--- src/rtl/flash_prog_pkg.sv ---
package flash_prog_pkg;
  typedef enum logic [2:0] {
    ST_READ, ST_UNL1, ST_UNL2, ST_TGT, ST_RUN, ST_TMO
  } fsm_e;

  localparam logic [7:0] CMD_UNL1 = 8'hAA;
  localparam logic [7:0] CMD_UNL2 = 8'h55;
  localparam logic [7:0] CMD_PROG = 8'hA0;
  localparam logic [7:0] CMD_RST  = 8'hF0;

  localparam int unsigned BIT_POLL = 7;
  localparam int unsigned BIT_TOG  = 6;
  localparam int unsigned BIT_TMO  = 5;
endpackage

--- src/rtl/flash_cmd_fsm.sv ---
module flash_cmd_fsm
  import flash_prog_pkg::*;
#(
  parameter int unsigned ADDR_W   = 5,
  parameter int unsigned DATA_W   = 16,
  parameter int unsigned IDX_W    = 4,
  parameter int unsigned UNLOCK_A = 20,
  parameter int unsigned UNLOCK_B = 10
) (
  input  logic              clk_i,
  input  logic              rst_ni,
  input  logic              we_i,
  input  logic [ADDR_W-1:0] addr_i,
  input  logic [DATA_W-1:0] wdata_i,
  input  logic              done_ok_i,
  input  logic              done_tmo_i,
  output fsm_e              state_o,
  output logic              start_o,
  output logic [IDX_W-1:0]  tgt_idx_o,
  output logic [DATA_W-1:0] tgt_data_o
);
  localparam logic [ADDR_W-1:0] UA = ADDR_W'(UNLOCK_A);
  localparam logic [ADDR_W-1:0] UB = ADDR_W'(UNLOCK_B);

  fsm_e state_q, state_d;
  logic [7:0] cmd_byte;

  assign cmd_byte = wdata_i[7:0];
  assign start_o  = (state_q == ST_TGT) && we_i && !addr_i[0];

  always_comb begin
    state_d = state_q;
    unique case (state_q)
      ST_READ: if (we_i && addr_i == UA && cmd_byte == CMD_UNL1) state_d = ST_UNL1;
      ST_UNL1: if (we_i) state_d = (addr_i == UB && cmd_byte == CMD_UNL2) ? ST_UNL2 : ST_READ;
      ST_UNL2: if (we_i) state_d = (addr_i == UA && cmd_byte == CMD_PROG) ? ST_TGT : ST_READ;
      ST_TGT:  if (we_i) state_d = start_o ? ST_RUN : ST_READ;
      ST_RUN: begin
        if (done_tmo_i)     state_d = ST_TMO;
        else if (done_ok_i) state_d = ST_READ;
      end
      ST_TMO:  if (we_i && cmd_byte == CMD_RST) state_d = ST_READ;
      default: state_d = ST_READ;
    endcase
  end

  always_ff @(posedge clk_i or negedge rst_ni) begin
    if (!rst_ni) begin
      state_q    <= ST_READ;
      tgt_idx_o  <= '0;
      tgt_data_o <= '0;
    end else begin
      state_q <= state_d;
      if (start_o) begin
        tgt_idx_o  <= addr_i[ADDR_W-1:1];
        tgt_data_o <= wdata_i;
      end
    end
  end

  assign state_o = state_q;
endmodule

--- src/rtl/flash_prog_timer.sv ---
module flash_prog_timer #(
  parameter int unsigned DATA_W       = 16,
  parameter int unsigned PROG_CYCLES  = 64,
  parameter int unsigned LIMIT_CYCLES = 512
) (
  input  logic              clk_i,
  input  logic              rst_ni,
  input  logic              running_i,
  input  logic [DATA_W-1:0] old_i,
  input  logic [DATA_W-1:0] new_i,
  output logic              done_ok_o,
  output logic              done_tmo_o
);
  localparam int unsigned CNT_W = $clog2(LIMIT_CYCLES + 1);
  localparam logic [CNT_W-1:0] OK_LAST  = CNT_W'(PROG_CYCLES - 1);
  localparam logic [CNT_W-1:0] TMO_LAST = CNT_W'(LIMIT_CYCLES - 1);

  logic [CNT_W-1:0] cnt_q;
  logic             needs_set;

  // a 1 requested where the cell holds 0 can never verify
  assign needs_set  = |(new_i & ~old_i);
  assign done_ok_o  = running_i && !needs_set && (cnt_q == OK_LAST);
  assign done_tmo_o = running_i && needs_set && (cnt_q == TMO_LAST);

  always_ff @(posedge clk_i or negedge rst_ni) begin
    if (!rst_ni)        cnt_q <= '0;
    else if (running_i) cnt_q <= cnt_q + 1'b1;
    else                cnt_q <= '0;
  end
endmodule

--- src/rtl/flash_word_array.sv ---
module flash_word_array #(
  parameter int unsigned DEPTH  = 16,
  parameter int unsigned DATA_W = 16,
  parameter int unsigned IDX_W  = 4
) (
  input  logic              clk_i,
  input  logic              rst_ni,
  input  logic              we_i,
  input  logic [IDX_W-1:0]  widx_i,
  input  logic [DATA_W-1:0] wdata_i,
  input  logic [IDX_W-1:0]  ridx_a_i,
  input  logic [IDX_W-1:0]  ridx_b_i,
  output logic [DATA_W-1:0] rdata_a_o,
  output logic [DATA_W-1:0] rdata_b_o
);
  logic [DATA_W-1:0] mem_q [DEPTH];

  for (genvar i = 0; i < DEPTH; i++) begin : g_word
    always_ff @(posedge clk_i or negedge rst_ni) begin
      if (!rst_ni)                                 mem_q[i] <= '1;
      else if (we_i && widx_i == IDX_W'(i))        mem_q[i] <= wdata_i;
    end
  end

  assign rdata_a_o = mem_q[ridx_a_i];
  assign rdata_b_o = mem_q[ridx_b_i];
endmodule

--- src/rtl/flash_status_rd.sv ---
module flash_status_rd
  import flash_prog_pkg::*;
#(
  parameter int unsigned DATA_W = 16
) (
  input  logic              clk_i,
  input  logic              rst_ni,
  input  logic              re_i,
  input  logic              start_i,
  input  fsm_e              state_i,
  input  logic              poll_src_i,
  input  logic [DATA_W-1:0] arr_word_i,
  output logic [DATA_W-1:0] rdata_o,
  output logic              tog_o
);
  logic              tog_q;
  logic [DATA_W-1:0] flags;
  logic              in_flags;

  assign in_flags = (state_i == ST_RUN) || (state_i == ST_TMO);

  always_comb begin
    flags           = '0;
    flags[BIT_POLL] = ~poll_src_i;
    flags[BIT_TOG]  = tog_q;
    flags[BIT_TMO]  = (state_i == ST_TMO);
  end

  always_ff @(posedge clk_i or negedge rst_ni) begin
    if (!rst_ni) begin
      tog_q   <= 1'b0;
      rdata_o <= '0;
    end else begin
      if (start_i)                          tog_q <= 1'b0;
      else if (re_i && state_i == ST_RUN)   tog_q <= ~tog_q;
      if (re_i) rdata_o <= in_flags ? flags : arr_word_i;
    end
  end

  assign tog_o = tog_q;
endmodule

--- src/rtl/flash_prog_top.sv ---
module flash_prog_top
  import flash_prog_pkg::*;
#(
  parameter int unsigned DEPTH        = 16,
  parameter int unsigned DATA_W       = 16,
  parameter int unsigned PROG_CYCLES  = 64,
  parameter int unsigned LIMIT_CYCLES = 512,
  parameter int unsigned UNLOCK_A     = 20,
  parameter int unsigned UNLOCK_B     = 10,
  parameter int unsigned IDX_W        = $clog2(DEPTH),
  parameter int unsigned ADDR_W       = IDX_W + 1
) (
  input  logic              clk_i,
  input  logic              rst_ni,
  input  logic [ADDR_W-1:0] addr_i,
  input  logic [DATA_W-1:0] wdata_i,
  input  logic              we_i,
  input  logic              re_i,
  output logic [DATA_W-1:0] rdata_o,
  output logic              busy_o
);
  fsm_e              state_q;
  logic              start, done_ok, done_tmo, tog_q;
  logic [IDX_W-1:0]  tgt_idx_q;
  logic [DATA_W-1:0] tgt_data_q, arr_bus, arr_old, arr_wdata;
  logic              arr_we;

  assign busy_o    = (state_q == ST_RUN);
  assign arr_we    = done_ok || done_tmo;
  assign arr_wdata = arr_old & tgt_data_q;

  flash_cmd_fsm #(
    .ADDR_W(ADDR_W), .DATA_W(DATA_W), .IDX_W(IDX_W),
    .UNLOCK_A(UNLOCK_A), .UNLOCK_B(UNLOCK_B)
  ) u_fsm (
    .clk_i, .rst_ni, .we_i, .addr_i, .wdata_i,
    .done_ok_i(done_ok), .done_tmo_i(done_tmo),
    .state_o(state_q), .start_o(start),
    .tgt_idx_o(tgt_idx_q), .tgt_data_o(tgt_data_q)
  );

  flash_prog_timer #(
    .DATA_W(DATA_W), .PROG_CYCLES(PROG_CYCLES), .LIMIT_CYCLES(LIMIT_CYCLES)
  ) u_timer (
    .clk_i, .rst_ni, .running_i(busy_o),
    .old_i(arr_old), .new_i(tgt_data_q),
    .done_ok_o(done_ok), .done_tmo_o(done_tmo)
  );

  flash_word_array #(
    .DEPTH(DEPTH), .DATA_W(DATA_W), .IDX_W(IDX_W)
  ) u_array (
    .clk_i, .rst_ni, .we_i(arr_we), .widx_i(tgt_idx_q), .wdata_i(arr_wdata),
    .ridx_a_i(addr_i[ADDR_W-1:1]), .ridx_b_i(tgt_idx_q),
    .rdata_a_o(arr_bus), .rdata_b_o(arr_old)
  );

  flash_status_rd #(
    .DATA_W(DATA_W)
  ) u_status (
    .clk_i, .rst_ni, .re_i, .start_i(start), .state_i(state_q),
    .poll_src_i(tgt_data_q[BIT_POLL]), .arr_word_i(arr_bus),
    .rdata_o, .tog_o(tog_q)
  );
endmodule

--- config.mk ---
export PLATFORM = sky130hd
export DESIGN_NAME = flash_prog_top
export DESIGN_NICKNAME = d
export VERILOG_FILES = /design/src/rtl/flash_prog_pkg.sv /design/src/rtl/flash_cmd_fsm.sv /design/src/rtl/flash_prog_timer.sv /design/src/rtl/flash_word_array.sv /design/src/rtl/flash_status_rd.sv /design/src/rtl/flash_prog_top.sv
export SDC_FILE = /design/constraint.sdc
export NUM_CORES = 1
export LEC_CHECK = 0
export BUFFER_PORTS_ARGS = -buffer_cell sky130_fd_sc_hd__buf_4
export CAP_MARGIN = 10
export CORE_MARGIN = 3
export CORE_UTILIZATION = 60
export DETAILED_ROUTE_END_ITERATION = 6
export PLACE_DENSITY = 0.87
export SYNTH_ARGS = -nofsm -noshare
export SYNTH_HDL_FRONTEND = slang
export SYNTH_HIERARCHICAL = 1
export SYNTH_SLANG_ARGS = --single-unit
--- constraint.sdc ---
create_clock -name clk_i -period 4.9 [get_ports clk_i]
set_clock_uncertainty 0.05 [all_clocks]
set_input_delay 1.225 -clock clk_i [delete_from_list [all_inputs] [get_ports clk_i]]
set_output_delay 1.225 -clock clk_i [all_outputs]
set_load 0.02 [all_outputs]
==> impl_metrics.tcl <==
set metrics [dict create \
    synthFlopType "dfstp_2" \
    period_minus_slack_ns 4.71 \
    min_to "u_timer/cnt_q[0]" \
    outcome "finished, final reports clean" \
    grt_pass1_vias 11200 \
    reg2reg_to "u_array/mem_q[59]" \
    vias 10500 \
    wire_per_inst_um 28.4 \
    num_rows 59 \
    powerDensity_nw_per_um2 287 \
    cts_tree "done" \
    yosys_warnings 6 \
    place_congestion 0.852 \
    cpMaxStageDelayCell "dfrtp_4" \
    antenna_left 0 \
    dieArea_um2 29100 \
    ios 42 \
    path_clk_slew_ns 0.06 \
    place_worst_setup_slack_ns 0.381 \
    hp-class "flip-flop to flip-flop" \
    wl_um 42100 \
    hold_viol 0 \
    relSlewSlack_pct 14.9 \
    path_class "flip-flop to flip-flop" \
    synth-seq-cells 306 \
    nNetsFinal 1150 \
    n_fill_cell 1637 \
    fin_ws_ns 0.194 \
    cts.sinks 306 \
    htreeDepth 1 \
    antenna_found_initial 0 \
    die_w_um 171 \
    synthCells 1092 \
    grt_max_degree 123 \
    detail_route.vias_per_cell 7.07 \
    place_area_um2 17100 \
    dpl.hpwl_um 26300 \
    min_path_cells 1 \
    cp_max_fo 30 \
    antenna_cells 0 \
    maxCapViolCount 0 \
    reg2reg_depth 11 \
    core_area_um2 26400 \
    setup_viol 0 \
    crit_required_ns 5.35 \
    async_flop_share_pct 100 \
    clock_tree.root_cell "clkbuf_16" \
    fmax_mhz 213 \
    grt.overflow.total 0 \
    hold_start "u_timer/cnt_q[0]" \
    rsz0062_at_grt "false" \
    yosys.cell_count.top_type "dfstp_2" \
    ir_drop_mv 0.371 \
    crit_path_end_kind "flip-flop" \
    synth-edff-count 0 \
    syn-num-nets 1118 \
    grt_pass1_wl_um 64800 \
    drt_pass1_iterations 7 \
    stdcell_area_um2 18200 \
    drive_gt1_share_pct 69.9 \
    cp_top_family "simple AND/OR/NAND/NOR gates" \
    drv_slew 0 \
    area_growth_pct 12.0 \
    p_leak_nw 7.27 \
    setup_tns_ns 0 \
    post_cts_resized 0 \
    power.total_mw 5.23 \
    gr-usage-all-layers_pct 29.1 \
    drt_iter0_markers 1051 \
    hold_ws_ns 0.441 \
    clkLatencyLatePin_ns 0.57 \
    syn_avg_cell_area_um2 14.9 \
    cpPeakStageDelay_ns 0.86 \
    clk_path_buf_depth 3 \
    path_depth 11 \
    syn-cell-area_um2 16300 \
    path_cells "buf_4 -> mux4_2 -> a22oi_1 -> nand2_1 -> o2111ai_1 -> nor4_1 -> nor2_1 -> or2_1 -> nand3_1 -> or3_1 -> mux2_1" \
    synthTopCellsByArea "dfstp_2, mux4_2, mux2_2, dfrtp_1, a22oi_1" \
    cts_buffers 31 \
    cts_setup_buffers 0 \
    die_h_um 171 \
    drc_errors 0 \
    min_period_over_period_pct 96.0 \
    synthDistinctLibCells 55 \
    start_util_pct 61.7 \
    synth_top_area_share_pct 41.4 \
    synth_common_cells "dfstp_2, mux2_2, mux4_2" \
    worstMarginPinSlew_ns 1.28 \
    synth_top_cell_by_area "dfstp_2" \
    path_buf_inv 1 \
    cp-start-kind "flip-flop" \
    cts.hold.buffers_added 0 \
    yosysSeqAreaShare_pct 49.1 \
    port_buffers 41 \
    reg2reg_from "u_fsm/tgt_idx_o[0]" \
    rrSetupSlack_ns 0.19 \
    worstPathArrival_ns 5.15 \
]
[stage by stage]
stage | utilization (%) | cells
2_1_floorplan | - | 1092
3_3_place_gp | 64.9 | 1426
3_5_place_dp | 64.9 | 1426
4_1_cts | 69.1 | 1484
5_1_grt | 69.1 | 1484
6_report | 69.1 | 1484
[layout by cell type (no fill, tap or decap), types with 18 or more instances in the layout]
cell type  Yosys  layout
dfstp_2      256     256
mux2_2       246     246
mux4_2       128     128
buf_4          2      75
a22oi_1       64      64
nand2_1       55      55
dfrtp_1       50      48
clkbuf_16      0      32
mux2_1        32      32
and2_1        24      24
inv_1         20      20
nand2b_1      18      18
[final cells by class]
class	count	area [um2]	area share, %
flip-flops and latches	306	7980	43.8
repair buffers	88	818	4.49
inverters	20	75.1	0.412
multi-input cells	677	7810	42.9
clock buffers	51	1000	5.50
well taps	335	419	2.30
clock inverters	7	103	0.563
[logic make-up (layout without fill, tap and decap cells)]
group                    after synthesis  after routing  share of synthesized area [%]
AO/OA/AOI/OAI                         97             97                           4.75
XOR/XNOR                               5              5                          0.269
adder cells (fa/ha/maj)                1              1                         0.0770
buffers and inverters                109            166                           2.99
flip-flops                           306            306                           49.1
multiplexers                         407            407                           37.1
AND/OR/NAND/NOR                      167            167                           5.76
[sequential cells by signal, indices dropped and copies added, names as in the netlist]
register,flops
u_array/mem_q,256
u_fsm/tgt_data_o,16
u_status/rdata_o,16
u_timer/cnt_q,10
u_fsm/tgt_idx_o,4
u_fsm/state_o,3
u_status/tog_o,1
[worst max path at each step]
stage,from,endpoint,slack [ns]
after CTS,u_fsm/tgt_idx_o[0],u_array/mem_q[59],0.28
after global placement,u_fsm/tgt_idx_o[0],u_array/mem_q[61],0.53
final,u_fsm/tgt_idx_o[0],u_array/mem_q[59],0.19
after global routing,u_fsm/tgt_idx_o[0],u_array/mem_q[53],0.06
after floorplan,u_fsm/tgt_idx_o[1],u_array/mem_q[165],1.31
after detailed placement,u_fsm/tgt_idx_o[0],u_array/mem_q[58],0.38
[where the power goes]
part / switching, mW / internal [mW] / total [mW]
logic: 0.125 / 0.0598 / 0.185
registers: 0.00513 / 2.55 / 2.55
clock network: 0.994 / 1.50 / 2.49
total: 1.12 / 4.10 / 5.23
[worst reg2reg max path: stages (launching register included)]
cell,delay (ns)
dfrtp_4,0.86
buf_4,0.32
mux4_2,0.51
a22oi_1,0.23
nand2_1,0.12
o2111ai_1,0.40
nor4_1,0.14
nor2_1,0.23
or2_1,0.24
nand3_1,0.23
or3_1,0.78
mux2_1,0.51
[per-layer routing]
layer  wire [um]  part of all wire [%]  track usage, %
met1       16000                    38            39.1
met2       20300                    48            46.3
met4        2010                   4.8            12.3
met3        3850                   9.1            6.47
met5           0                     0               0
(Power assumes the default switching activity.)
